[src/rtl/bank_sched_pkg.sv]
package bank_sched_pkg;
  typedef enum logic [1:0] {
    BK_IDLE    = 2'd0,
    BK_OPEN    = 2'd1,
    BK_CLOSING = 2'd2
  } bank_state_e;
endpackage

[src/rtl/bank_age_ctr.sv]
// Saturating count of cycles since the last clear; resets to its maximum.
module bank_age_ctr #(
  parameter int W = 14
) (
  input  logic         clk,
  input  logic         rst_n,
  input  logic         clr,
  output logic [W-1:0] q
);
  localparam logic [W-1:0] MAXV = '1;

  always_ff @(posedge clk or negedge rst_n) begin
    if (!rst_n)         q <= MAXV;
    else if (clr)       q <= W'(1);
    else if (q != MAXV) q <= q + W'(1);
  end
endmodule

[src/rtl/bank_cfg_hold.sv]
// Captures timing limits while idle and derives the write row-to-column delay.
module bank_cfg_hold #(
  parameter int TW = 6,
  parameter int RW = 10
) (
  input  logic          clk,
  input  logic          rst_n,
  input  logic          load,
  input  logic [TW-1:0] in_trc,
  input  logic [TW-1:0] in_tras,
  input  logic [TW-1:0] in_trrd,
  input  logic [TW-1:0] in_trcd_rd,
  input  logic [TW-1:0] in_wl,
  input  logic [TW-1:0] in_twr,
  input  logic [TW-1:0] in_trp,
  input  logic [RW-1:0] in_trefi,
  output logic [TW-1:0] trc,
  output logic [TW-1:0] tras,
  output logic [TW-1:0] trrd,
  output logic [TW-1:0] trcd_wr,
  output logic [TW-1:0] wl,
  output logic [TW-1:0] twr,
  output logic [TW-1:0] trp,
  output logic [RW-1:0] trefi
);
  logic [TW-1:0] trcd_rd;
  logic [TW:0]   wr_gap;

  always_ff @(posedge clk or negedge rst_n) begin
    if (!rst_n) begin
      trc <= '0; tras <= '0; trrd <= '0; trcd_rd <= '0;
      wl <= '0; twr <= '0; trp <= '0; trefi <= '0;
    end else if (load) begin
      trc <= in_trc; tras <= in_tras; trrd <= in_trrd; trcd_rd <= in_trcd_rd;
      wl <= in_wl; twr <= in_twr; trp <= in_trp; trefi <= in_trefi;
    end
  end

  always_comb begin
    wr_gap  = {1'b0, wl} + (TW+1)'(1);
    trcd_wr = ({1'b0, trcd_rd} > wr_gap) ? TW'({1'b0, trcd_rd} - wr_gap) : '0;
  end
endmodule

[src/rtl/bank_wr_track.sv]
// Burst spacing, write recovery and auto-precharge start decision.
module bank_wr_track #(
  parameter int TW        = 6,
  parameter int AW        = 14,
  parameter int BURST_CYC = 2
) (
  input  logic          clk,
  input  logic          rst_n,
  input  logic          wr_go,
  input  logic          ap_go,
  input  logic [TW-1:0] wl,
  input  logic [TW-1:0] twr,
  input  logic [TW-1:0] tras,
  input  logic [AW-1:0] age,
  output logic          burst_idle,
  output logic          rec_done,
  output logic          ap_pending,
  output logic          ap_start
);
  localparam int BW = $clog2(BURST_CYC + 1);
  localparam int RC = TW + 2;

  logic [BW-1:0] burst_cnt;
  logic [RC-1:0] rec_cnt;
  logic [RC-1:0] rec_load;
  logic          ap_late;
  logic [AW-1:0] tras_w;
  logic          at_nominal;

  assign tras_w     = {{(AW-TW){1'b0}}, tras};
  assign rec_load   = {2'b00, wl} + RC'(BURST_CYC) + {2'b00, twr} - RC'(1);
  assign burst_idle = (burst_cnt == '0);
  assign rec_done   = (rec_cnt == '0);
  assign at_nominal = ap_pending && rec_done;
  assign ap_start   = at_nominal && (ap_late ? (age > tras_w) : (age >= tras_w));

  always_ff @(posedge clk or negedge rst_n) begin
    if (!rst_n) begin
      burst_cnt <= '0;
      rec_cnt   <= '0;
    end else if (wr_go) begin
      burst_cnt <= BW'(BURST_CYC - 1);
      rec_cnt   <= rec_load;
    end else begin
      if (!burst_idle) burst_cnt <= burst_cnt - BW'(1);
      if (!rec_done)   rec_cnt   <= rec_cnt - RC'(1);
    end
  end

  always_ff @(posedge clk or negedge rst_n) begin
    if (!rst_n) begin
      ap_pending <= 1'b0;
      ap_late    <= 1'b0;
    end else if (ap_start) begin
      ap_pending <= 1'b0;
      ap_late    <= 1'b0;
    end else begin
      if (wr_go && ap_go)                  ap_pending <= 1'b1;
      if (at_nominal && (age < tras_w))    ap_late    <= 1'b1;
    end
  end
endmodule

[src/rtl/bank_sched.sv]
module bank_sched #(
  parameter int TW            = 6,
  parameter int RW            = 10,
  parameter int BEATS         = 4,
  parameter int BEATS_PER_CLK = 2
) (
  input  logic          clk,
  input  logic          rst_n,
  input  logic          cmd_act,
  input  logic          cmd_wr,
  input  logic          cmd_wr_ap,
  input  logic          cmd_pre,
  input  logic          peer_act,
  input  logic [TW-1:0] cfg_trc,
  input  logic [TW-1:0] cfg_tras,
  input  logic [TW-1:0] cfg_trrd,
  input  logic [TW-1:0] cfg_trcd_rd,
  input  logic [TW-1:0] cfg_wl,
  input  logic [TW-1:0] cfg_twr,
  input  logic [TW-1:0] cfg_trp,
  input  logic [RW-1:0] cfg_trefi,
  output logic          act_ready,
  output logic          wr_ready,
  output logic          pre_ready,
  output logic          ap_start,
  output logic          row_open,
  output logic          err_cmd,
  output logic          err_ras
);
  import bank_sched_pkg::*;

  localparam int BURST_CYC = BEATS / BEATS_PER_CLK;
  localparam int AW        = RW + 4;

  bank_state_e   state;
  logic [TW-1:0] pcnt;
  logic [TW-1:0] trc, tras, trrd, trcd_wr, wl, twr, trp;
  logic [RW-1:0] trefi;
  logic [AW-1:0] row_age, peer_age;
  logic          burst_idle, rec_done, ap_pending;
  logic          bad, act_ok, wr_ok, pre_ok, close_now;
  logic [2:0]    n_cmd;

  bank_cfg_hold #(.TW(TW), .RW(RW)) u_cfg (
    .clk(clk), .rst_n(rst_n), .load(state == BK_IDLE),
    .in_trc(cfg_trc), .in_tras(cfg_tras), .in_trrd(cfg_trrd),
    .in_trcd_rd(cfg_trcd_rd), .in_wl(cfg_wl), .in_twr(cfg_twr),
    .in_trp(cfg_trp), .in_trefi(cfg_trefi),
    .trc(trc), .tras(tras), .trrd(trrd), .trcd_wr(trcd_wr),
    .wl(wl), .twr(twr), .trp(trp), .trefi(trefi)
  );

  // One age counter for this bank's activates, one for the peers'.
  for (genvar g = 0; g < 2; g++) begin : g_age
    if (g == 0) begin : g_row
      bank_age_ctr #(.W(AW)) u_ctr (.clk(clk), .rst_n(rst_n), .clr(act_ok), .q(row_age));
    end else begin : g_peer
      bank_age_ctr #(.W(AW)) u_ctr (.clk(clk), .rst_n(rst_n), .clr(peer_act), .q(peer_age));
    end
  end

  bank_wr_track #(.TW(TW), .AW(AW), .BURST_CYC(BURST_CYC)) u_wr (
    .clk(clk), .rst_n(rst_n), .wr_go(wr_ok), .ap_go(cmd_wr_ap),
    .wl(wl), .twr(twr), .tras(tras), .age(row_age),
    .burst_idle(burst_idle), .rec_done(rec_done),
    .ap_pending(ap_pending), .ap_start(ap_start)
  );

  // Ready flags come from registers only.
  assign row_open  = (state == BK_OPEN);
  assign act_ready = (state == BK_IDLE) && (row_age >= AW'(trc)) && (peer_age >= AW'(trrd));
  assign wr_ready  = row_open && (row_age >= AW'(trcd_wr)) && burst_idle && !ap_pending;
  assign pre_ready = row_open && (row_age >= AW'(tras)) && rec_done && !ap_pending;

  always_comb begin
    n_cmd     = 3'(cmd_act) + 3'(cmd_wr) + 3'(cmd_wr_ap) + 3'(cmd_pre);
    bad       = (n_cmd > 3'd1) || (cmd_act && peer_act) ||
                (cmd_act && !act_ready) || ((cmd_wr || cmd_wr_ap) && !wr_ready) ||
                (cmd_pre && !pre_ready);
    act_ok    = cmd_act && !bad;
    wr_ok     = (cmd_wr || cmd_wr_ap) && !bad;
    pre_ok    = cmd_pre && !bad;
    close_now = pre_ok || ap_start;
  end

  always_ff @(posedge clk or negedge rst_n) begin
    if (!rst_n) begin
      state <= BK_IDLE;
      pcnt  <= '0;
    end else begin
      unique case (state)
        BK_IDLE: if (act_ok) state <= BK_OPEN;
        BK_OPEN: if (close_now) begin
          if (trp <= TW'(1)) state <= BK_IDLE;
          else begin
            state <= BK_CLOSING;
            pcnt  <= trp - TW'(1);
          end
        end
        BK_CLOSING: begin
          if (pcnt <= TW'(1)) state <= BK_IDLE;
          pcnt <= pcnt - TW'(1);
        end
        default: state <= BK_IDLE;
      endcase
    end
  end

  always_ff @(posedge clk or negedge rst_n) begin
    if (!rst_n) begin
      err_cmd <= 1'b0;
      err_ras <= 1'b0;
    end else begin
      if (bad) err_cmd <= 1'b1;
      if (row_open && (row_age > {1'b0, trefi, 3'b000})) err_ras <= 1'b1;
    end
  end
endmodule

[config.mk]
export PLATFORM = sky130hd
export DESIGN_NAME = bank_sched
export DESIGN_NICKNAME = d
export VERILOG_FILES = /design/src/rtl/bank_sched_pkg.sv /design/src/rtl/bank_age_ctr.sv /design/src/rtl/bank_cfg_hold.sv /design/src/rtl/bank_wr_track.sv /design/src/rtl/bank_sched.sv
export SDC_FILE = /design/constraint.sdc
export NUM_CORES = 1
export LEC_CHECK = 0
export BUFFER_PORTS_ARGS = -buffer_cell sky130_fd_sc_hd__buf_2
export CAP_MARGIN = 20
export CORE_MARGIN = 2
export CORE_UTILIZATION = 50
export CTS_BUF_LIST = sky130_fd_sc_hd__clkbuf_4
export DETAILED_ROUTE_END_ITERATION = 10
export GPL_TIMING_DRIVEN = 0
export PLACE_DENSITY = 0.72
export SYNTH_ARGS = -nofsm -noshare
export SYNTH_HDL_FRONTEND = slang
export SYNTH_SLANG_ARGS = --single-unit
export TNS_END_PERCENT = 30
[constraint.sdc]
create_clock -name clk -period 3.79 [get_ports clk]
set_clock_uncertainty 0.15 [all_clocks]
set_input_delay 0.758 -clock clk [delete_from_list [all_inputs] [get_ports clk]]
set_output_delay 0.758 -clock clk [all_outputs]
set_load 0.01 [all_outputs]
* Yosys cells after proc, flatten, opt, wreduce, memory -nomap -nowiden
Cells that the tools add are included.
** Word-level totals
- Logic and storage cells :: 116
- Input bits :: 59
- Memory bits (read-only) :: 0
- Output and inout bits :: 7
- Register bits after elaboration :: 102
- Latch bits :: 0
- Bits in writable memories :: 0
- Memories kept :: 0
** Cells by class
- Muxes and demuxes :: 22
- Add/subtract/negate cells :: 14
- Div/mod/pow operators :: 0
- Eq/ne operators :: 10
- Shift-type cells :: 0
- Bitwise logic cells :: 0
- Reduce and logical (&&, ||, !) cells :: 41
- $mul :: 0
- Magnitude comparators :: 11
** Operator list (number)
- $ge 14x6->1 :: 4
- $mux 14 :: 4
- $add 14x1->14 const B :: 2
- $ne 14x14->1 const B :: 2
- $logic_and 1x1->1 :: 20
- $mux 6 :: 3
- $mux 8 :: 2
- $sub 8x1->8 const B :: 2
- $gt 14x13->1 :: 1
- $gt 14x6->1 :: 1
- $lt 14x6->1 :: 1
- $le 6x1->1 const B :: 2
- $mux 2 :: 6
- $pmux 6 s2 :: 1
- $sub 6x1->6 const B :: 2
- $reduce_bool 2->1 :: 5
- $add 8x6->8 :: 1
- $logic_not 8->1 :: 1
- $add 6x1->7 const B :: 1
- $add 6x2->7 const B :: 1
- $gt 6x7->1 :: 1
- $logic_or 1x1->1 :: 6
- $ne 2x1->1 const B :: 3
- $ne 2x2->1 const B :: 3
- 13 further kinds :: 23

* Depth between registers and ports, before layout
Gate-level depths: netlist of run 1.
- Depth in word-level cells :: 16
- Gate-level depth with buffers :: 20
- Gate-level depth less buffers :: 18

* Cells and area by module
From an unflattened synthesis of run 1, not the netlist that was laid out.
** Second synthesis, totals
- Cells, all modules :: 655
- Area total of the unflattened synthesis :: 6678.9 µm²
** By module, submodules not included
- bank_cfg_hold :: area each 2344.7 µm², cells each 167, instances 1, seq. area each 1301.2 µm²
- bank_sched :: area each 1750.4 µm², cells each 220, instances 1, seq. area each 250.2 µm²
- bank_age_ctr :: area each 753.2 µm², cells each 73, instances 2, seq. area each 367.9 µm²
- bank_wr_track :: area each 1077.3 µm², cells each 122, instances 1, seq. area each 300.3 µm²

* Worst setup path before layout of run 1
Ideal clock, no wire load.
- Path kind :: register to register
- Start :: reg u_cfg.wl[1]
- End :: reg g_age[0].g_row.u_ctr.q[3]
- Setup time :: 64 ps
- Buffers on the path :: 2
- Arrival time :: 3833 ps
- Slack :: -257 ps
- Data required time :: 3576 ps
- Clock period less this slack :: 4047 ps
- Stages on the path, launching flop included :: 19
- Cells stage by stage :: dfrtp_1 > ha_1 > inv_1 > ha_1 > nor2b_1 > o21ai_0 > a21oi_1 > o21a_1 > o21ai_0 > or4b_2 > ha_1 > a21oi_1 > o211ai_1 > a22o_1 > and2_4 > and4b_1 > buf_6 > buf_12 > nor2_4
** On the way
- Word-level cells in the longest chain between the ends :: 14
- Elaborated cells between the ends (all ways) :: 16
- Classes of those cells :: add/sub: 2; order compare: 2; mux: 2; reduce/logical: 10
** Ends and longest elaborated chain
- from (decl) :: RTL line bank_cfg_hold.sv:21 : output logic [TW-1:0] wl,
- from (signal assigned) :: RTL line bank_cfg_hold.sv:35 : wl <= in_wl; twr <= in_twr; trp <= in_trp; trefi <= in_trefi;
- $add 6x1->7 * :: RTL line bank_cfg_hold.sv:40 : wr_gap = {1'b0, wl} + (TW+1)'(1);
- $sub 6x6->6 / $gt 6x7->1 (equally long branches) :: RTL line bank_cfg_hold.sv:41 : trcd_wr = ({1'b0, trcd_rd} > wr_gap) ? TW'({1'b0, trcd_rd} - wr_gap) : '0;
- $mux 6 * :: RTL line bank_cfg_hold.sv:41
- $ge 14x6->1 * :: RTL line bank_sched.sv:72 : assign wr_ready = row_open && (row_age >= AW'(trcd_wr)) && burst_idle && !ap_pending;
- $logic_and 1x1->1 * (3 in series) :: RTL line bank_sched.sv:72
- $logic_not 1->1 * :: RTL line bank_sched.sv:78 : (cmd_act && !act_ready) || ((cmd_wr || cmd_wr_ap) && !wr_ready) ||
- $logic_and 1x1->1 * :: RTL line bank_sched.sv:78
- $logic_or 1x1->1 * (2 in series) :: RTL line bank_sched.sv:78
- $logic_not 1->1 * :: RTL line bank_sched.sv:80 : act_ok = cmd_act && !bad;
- $logic_and 1x1->1 * :: RTL line bank_sched.sv:80
- $mux 14 / $reduce_bool 2->1 (equally long branches)
- to (signal assigned) :: RTL line bank_age_ctr.sv:15 : else if (q != MAXV) q <= q + W'(1);
- to (decl) :: RTL line bank_age_ctr.sv:8 : output logic [W-1:0] q
Every way passes the cells marked *; elsewhere a longest branch is shown, timed or not.
A chain may end at the register's enable or synchronous reset.

* Final worst setup path of run 1
- Start :: reg u_cfg.wl[1]
- End :: out wr_ready
** On the way
- Word-level cells in the longest chain between the ends :: 7
- Elaborated cells between the ends (all ways) :: 8
- Classes of those cells :: add/sub: 2; order compare: 2; mux: 1; reduce/logical: 3
** Ends and longest elaborated chain
- $add 6x1->7 * :: RTL line bank_cfg_hold.sv:40
- $sub 6x6->6 / $gt 6x7->1 (equally long branches) :: RTL line bank_cfg_hold.sv:41
- $mux 6 * :: RTL line bank_cfg_hold.sv:41
- $ge 14x6->1 * :: RTL line bank_sched.sv:72
- $logic_and 1x1->1 * (3 in series) :: RTL line bank_sched.sv:72
- to (decl) :: RTL line bank_sched.sv:23 : output logic wr_ready,
Marks and branches as above.

==> flow_metrics.py, run 1 <==
metrics = {
    "cts": {
        "tritoncts_num_sinks": 102,
        "cts_made_buffers": 9,
        "root_buffer": "clkbuf_4",
        "worstSkewPairLatency_ns": 0.49,
        "cts_tree": "yes",
        "clk_pin_slew_ns": 0.15,
        "htree_num_levels": 3,
        "clock_path_buffers": 2,
    },
    "power_and_ir_drop": {
        "p_per_area_nw_per_um2": 448.3,
        "total_power_mw": 3.401,
        "vdd_drop_max_mv": 0.3303,
        "p_leak_nw": 3.562,
    },
    "hold_path": {
        "hp-class": "in2async",
    },
    "synth": {
        "postSynthNetCount": 798,
        "async_flop_share": 1.000,
        "synth-seq-cells": 102,
        "synth_ff_type": "dfrtp_1",
        "seq_area_frac_synth": 0.4002,
        "synth_cells": 673,
        "synth_area_leaders": "dfrtp_1 29%, ha_1 12%, dfstp_2 11%, inv_1 4.4%, o21ai_0 3.9%",
        "synth_area_leader_cell": "dfrtp_1",
        "netlist_area_um2": 6465,
        "synth_warnings": 0,
        "synthDistinctLibCells": 68,
        "synth_edf_count": 0,
        "yosysTopAreaCellShare": 0.2864,
        "syn_avg_cell_area_um2": 9.606,
    },
    "sta": {
        "final_hold_viol_count": 0,
        "rsz0062_at_grt": "yes",
        "final_max_slew_viol_count": 0,
        "fmax_mhz": 219.0,
        "fin_crit_sh": 1.205,
        "worst_slack_ns": -0.7754,
        "setup_viol": 34,
        "worstMarginPinSlew_ns": 0.7789,
        "min_period_ns": 4.565,
        "slew_headroom": 0.4807,
    },
    "placement": {
        "place_congestion": 0.8685,
        "port_buffers": 64,
        "dpl-instance-area_um2": 7058,
        "placed_cells": 910,
        "post-place-ws_ns": -0.4633,
        "dp_hpwl_um": 10790,
    },
    "detailed_routing": {
        "avgRoutedWirePerCell_um": 15.90,
        "dr.pass1.iters": 5,
        "final_antenna_net_count": 0,
        "drc": 0,
        "wl_um": 15000,
        "vias_per_cell": 5.453,
        "vias": 5142,
        "drtIter0Drc": 366,
    },
    "floorplanning": {
        "fp-row-count": 41,
        "die_y_um": 117.7,
        "start_util": 0.5123,
        "dieArea_um2": 13860,
        "core_area_um2": 12620,
        "die_w_um": 117.7,
        "boundaryPins": 66,
    },
    "cells_and_area": {
        "fillerInstances": 1067,
        "post-route-util": 0.6012,
        "finalInstanceArea_um2": 7587,
        "final_cells": 943,
        "area_growth_pct": 17.36,
        "fin_nets": 890,
        "drive_gt1_frac": 0.2675,
    },
    "global_routing": {
        "grt_pass1_vias": 5339,
        "grt_max_degree": 59,
        "antenna_found_initial": 1,
        "grt.total_usage": 0.2248,
        "grt_pass1_wl_um": 25050,
        "grt-ovfl-total": 0,
    },
    "setup_path": {
        "slowest_delay_ns": 0.49,
        "path_cells": "ha_4, inv_2, ha_4, nor2b_4, o21ai_2, a21oi_2, o21a_1, o21ai_2, or4b_4, ha_4, nand3_2, o211ai_1, and2_1, buf_2",
        "cp_data_required_time_ns": 2.88,
        "end_kind": "output pin",
        "worstPathMaxFanout": 4,
        "critPathSlowestCell": "dfrtp_2",
        "criticalPathCategory": "reg2out",
        "cp_common_cell": "ha_4",
        "crit_family": "compound AO/OA/AOI/OAI gates",
        "crit_buf_inv": 2,
        "start_kind": "flip-flop",
        "cp.arrival_ns": 3.66,
    },
    "run": {
        "maxCapViolations": 0,
    },
    "outcome": {
        "outcome": "finished with violations",
        "violations": "negative setup slack",
    },
}
## sequential cells by signal, summed over array words and instances (netlist names), 8 cells and up
name                  count
g_age.g_row.u_ctr.q      14
g_age.g_peer.u_ctr.q     14
u_cfg.trefi              10
u_wr.rec_cnt              8
## worst paths after layout
check,start,end,slack (ns),cells after the start
hold / removal,rst_n,u_cfg.trefi[9],0.18,1
hold reg to reg,err_cmd,err_cmd,0.34,1
setup reg to reg,u_cfg.wl[1],g_age[0].g_row.u_ctr.q[4],-0.47,21
max in group asynchronous,rst_n,g_age[1].g_peer.u_ctr.q[13],2.56,2
min in group clk,cfg_trrd[1],u_cfg.trrd[1],0.30,3
setup / recovery,u_cfg.wl[1],wr_ready,-0.78,14
## per-stage QoR
step | TNS (ns) | hold slack [ns]
finish | -11.11 | 0.1777
global route | -16.68 | 0.2057
floorplan | 0 | 0.3124
global placement | -10.60 | 0.3018
CTS | -9.645 | 0.1660
detailed placement | -12.08 | 0.3037
## cell usage in the layout (no fill, tap or decap), types with 12 or more instances in the layout
| cell | n |
|---|---|
| nor2_1 | 39 |
| mux2_2 | 17 |
| inv_1 | 74 |
| dfstp_2 | 28 |
| clkbuf_1 | 13 |
| o21ai_0 | 48 |
| ha_1 | 56 |
| a21oi_1 | 18 |
| dfrtp_1 | 73 |
| xnor2_1 | 12 |
| buf_2 | 63 |
| nor3_1 | 17 |
| nand2_1 | 62 |
| buf_4 | 12 |
| xor2_1 | 28 |
| nand3_1 | 16 |
## kinds of logic (layout without fill, tap and decap cells)
| group | count (synthesis) | count (layout) | synth area share |
|---|---|---|---|
| and+or+nand+nor | 223 | 223 | 0.1935 |
| other | 0 | 1 | 0 |
| buffers and inverters | 93 | 189 | 0.05845 |
| adders and majority gates | 66 | 66 | 0.1312 |
| AOI/OAI and AO/OA | 129 | 130 | 0.1281 |
| xor gates and xnor gates | 40 | 40 | 0.05419 |
| muxes | 20 | 20 | 0.03426 |
| DFF | 102 | 102 | 0.4002 |
## area by class of cell
type | count | area (µm²) | area share
Multi-Input combinational cell | 479 | 3745 | 0.4936
Antenna cell | 1 | 2.502 | 0.0003298
Sequential cell | 102 | 2589 | 0.3412
Clock buffer | 11 | 82.58 | 0.01088
Buffer | 18 | 102.6 | 0.01352
Clock inverter | 5 | 73.82 | 0.009730
Tap cell | 172 | 215.2 | 0.02836
Timing Repair Buffer | 80 | 495.5 | 0.06530
Inverter | 75 | 281.5 | 0.03710
## synthesized netlist by cell type (7+ instances only)
library cell,count
inv_1,75
dfrtp_1,74
nand2_1,64
ha_1,63
o21ai_0,51
nor2_1,39
dfstp_2,28
xor2_1,28
a21oi_1,27
nor3_1,18
mux2_2,17
nand3_1,17
clkbuf_1,13
xnor2_1,12
nand2b_1,11
nand4_1,11
nor2_4,9
or3_1,9
a31oi_1,7
nor2b_1,7
## layer usage
metal | GRT usage | vias up | part of all wire
met2 | 0.3870 | 109 | 0.49
met4 | 0.09337 | 0 | 0.027
met1 | 0.2757 | 2493 | 0.44
li1 | - | 2512 | -
met3 | 0.04409 | 28 | 0.047
met5 | 0 | - | 0
## power by group
group	switching, mW	total [mW]	internal (mW)
Clock	0.362	0.641	0.279
Sequential	0.255	1.57	1.31
Combinational	0.619	1.19	0.574
## timing repair
action	4_1_cts	5_1_grt
hold buffers	0	0
endpoints found under the hold margin	0	0
gates resized for setup	24	19
gates cloned	3	0
pin swaps	14	20
endpoints found under the setup margin	35	35
buffers inserted	9	5
Note: power is estimated with default switching activity, not from simulation.
==> run 2, diff against run 1 <==
Settings changed: MAX_ROUTING_LAYER from default to met4.
==> flow_metrics.py, run 2 (synthesis results as in run 1) <==
metrics = {
    "global_routing": {
        "grt_pass1_wl_um": 25130,
        "grt.busiest_layer": "met2",
        "grt.total_usage": 0.2312,
        "globalRouteMet1Util": 0.2977,
        "grtUsageMet2": 0.3834,
        "antenna_found_initial": 0,
        "grt-ovfl-total": 0,
        "gr-usage-met3": 0.02616,
        "grt_pass1_vias": 5241,
        "grt_max_degree": 56,
    },
    "sta": {
        "rsz0062_at_grt": "yes",
        "hold_ws_ns": 0.1729,
        "setup_viol": 34,
        "setup_tns_ns": -10.77,
        "slew_headroom": 0.4805,
        "final_max_slew_viol_count": 0,
        "fin_crit_sh": 1.211,
        "final_hold_viol_count": 0,
        "worstMarginPinSlew_ns": 0.7792,
        "fmax_mhz": 217.9,
        "worst_slack_ns": -0.7985,
        "min_period_ns": 4.589,
    },
    "placement": {
        "place_congestion": 0.8758,
        "post-place-ws_ns": -0.4481,
        "placed_cells": 910,
        "dp_hpwl_um": 10880,
        "dpl-instance-area_um2": 7066,
        "port_buffers": 64,
    },
    "outcome": {
        "violations": "negative setup slack",
        "outcome": "finished with violations",
    },
    "power_and_ir_drop": {
        "p_per_area_nw_per_um2": 439.9,
        "p_leak_nw": 3.542,
        "total_power_mw": 3.300,
        "vdd_drop_max_mv": 0.2377,
    },
    "cts": {
        "htree_num_levels": 3,
        "tritoncts_num_sinks": 102,
        "clk_pin_slew_ns": 0.16,
        "cts_hold_buf": 0,
        "cts_tree": "yes",
        "worstSkewPairLatency_ns": 0.49,
        "cts_made_buffers": 9,
        "clock_path_buffers": 2,
        "root_buffer": "clkbuf_4",
    },
    "setup_path": {
        "cp_data_required_time_ns": 2.88,
        "worstPathMaxFanout": 4,
        "criticalPathCategory": "reg2out",
        "cp.arrival_ns": 3.68,
        "end_kind": "output pin",
        "start_kind": "flip-flop",
    },
    "floorplanning": {
        "fp-row-count": 41,
        "start_util": 0.5123,
        "dieArea_um2": 13860,
        "boundaryPins": 66,
        "core_area_um2": 12620,
        "die_y_um": 117.7,
        "die_w_um": 117.7,
    },
    "detailed_routing": {
        "wl_um": 14830,
        "drtIter0Drc": 347,
        "avgRoutedWirePerCell_um": 15.75,
        "drc": 0,
        "vias": 5123,
        "dr.pass1.iters": 5,
        "final_antenna_net_count": 0,
        "vias_per_cell": 5.444,
    },
    "cells_and_area": {
        "reg_top3": "g_age.g_row.u_ctr.q (14), g_age.g_peer.u_ctr.q (14), u_cfg.trefi (10)",
        "finalInstanceArea_um2": 7501,
        "post-route-util": 0.5944,
        "area_growth_pct": 16.02,
        "n_antenna_cell": 0,
        "fillerInstances": 1114,
        "fin_nets": 889,
        "final_common_cell": "inv_1",
        "final_cells": 941,
        "drive_gt1_frac": 0.2549,
        "layout_common_cells": "74 x inv_1, 73 x dfrtp_1, 64 x nand2_1, 63 x buf_2, 57 x ha_1",
    },
    "hold_path": {
        "hp-class": "in2async",
    },
    "run": {
        "maxCapViolations": 0,
    },
}
## run 2: what timing repair did
action                     CTS  global route
pin swaps                   16            15
setup endpoints to repair   35            35
resized for setup           15            16
cloned                       1             0
setup buffers                8             6
## run 2: critical path: stages (launching register included)
cell and delay [ns]:
dfrtp_2 0.50, ha_4 0.31, inv_4 0.04, ha_4 0.20, nor2b_4 0.12, o21ai_2 0.17, a21oi_2 0.09, o21a_1 0.19
o21ai_2 0.18, or4b_4 0.50, ha_4 0.29, nand3_2 0.05, o211ai_1 0.28, and2_1 0.17, buf_2 0.12
## run 2: metal layers
metal / wire (µm) / vias up
met5: 0 / -
met4: 221 / 0
met3: 504 / 15
met2: 7313 / 110
met1: 6786 / 2505
li1: - / 2493
## run 2: cell type report
cell class	instances	area, µm²	share of cell area
flip-flops and latches	102	2589	0.3451
clock buffers	10	75.07	0.01001
well taps	172	215.2	0.02869
inverters	75	284.0	0.03786
repair buffers	80	491.7	0.06555
multi-input cells	478	3691	0.4921
clock inverters	6	52.55	0.007006
plain buffers	18	102.6	0.01368
## run 2: report_power, final
part / internal, mW / switching, mW
logic: 0.558 / 0.600
clock network: 0.202 / 0.378
registers: 1.31 / 0.250
## run 2: final timing paths
path / from / endpoint / slack (ns) / cells past startpoint
hold reg to reg: err_cmd / err_cmd / 0.35 / 1
setup / recovery: u_cfg.wl[1] / wr_ready / -0.80 / 14
min in group clk: cfg_trrd[2] / u_cfg.trrd[2] / 0.31 / 3
max in group asynchronous: rst_n / g_age[1].g_peer.u_ctr.q[13] / 2.58 / 2
setup reg to reg: u_cfg.wl[1] / g_age[0].g_row.u_ctr.q[6] / -0.47 / 19
hold / removal: rst_n / u_cfg.tras[5] / 0.17 / 1
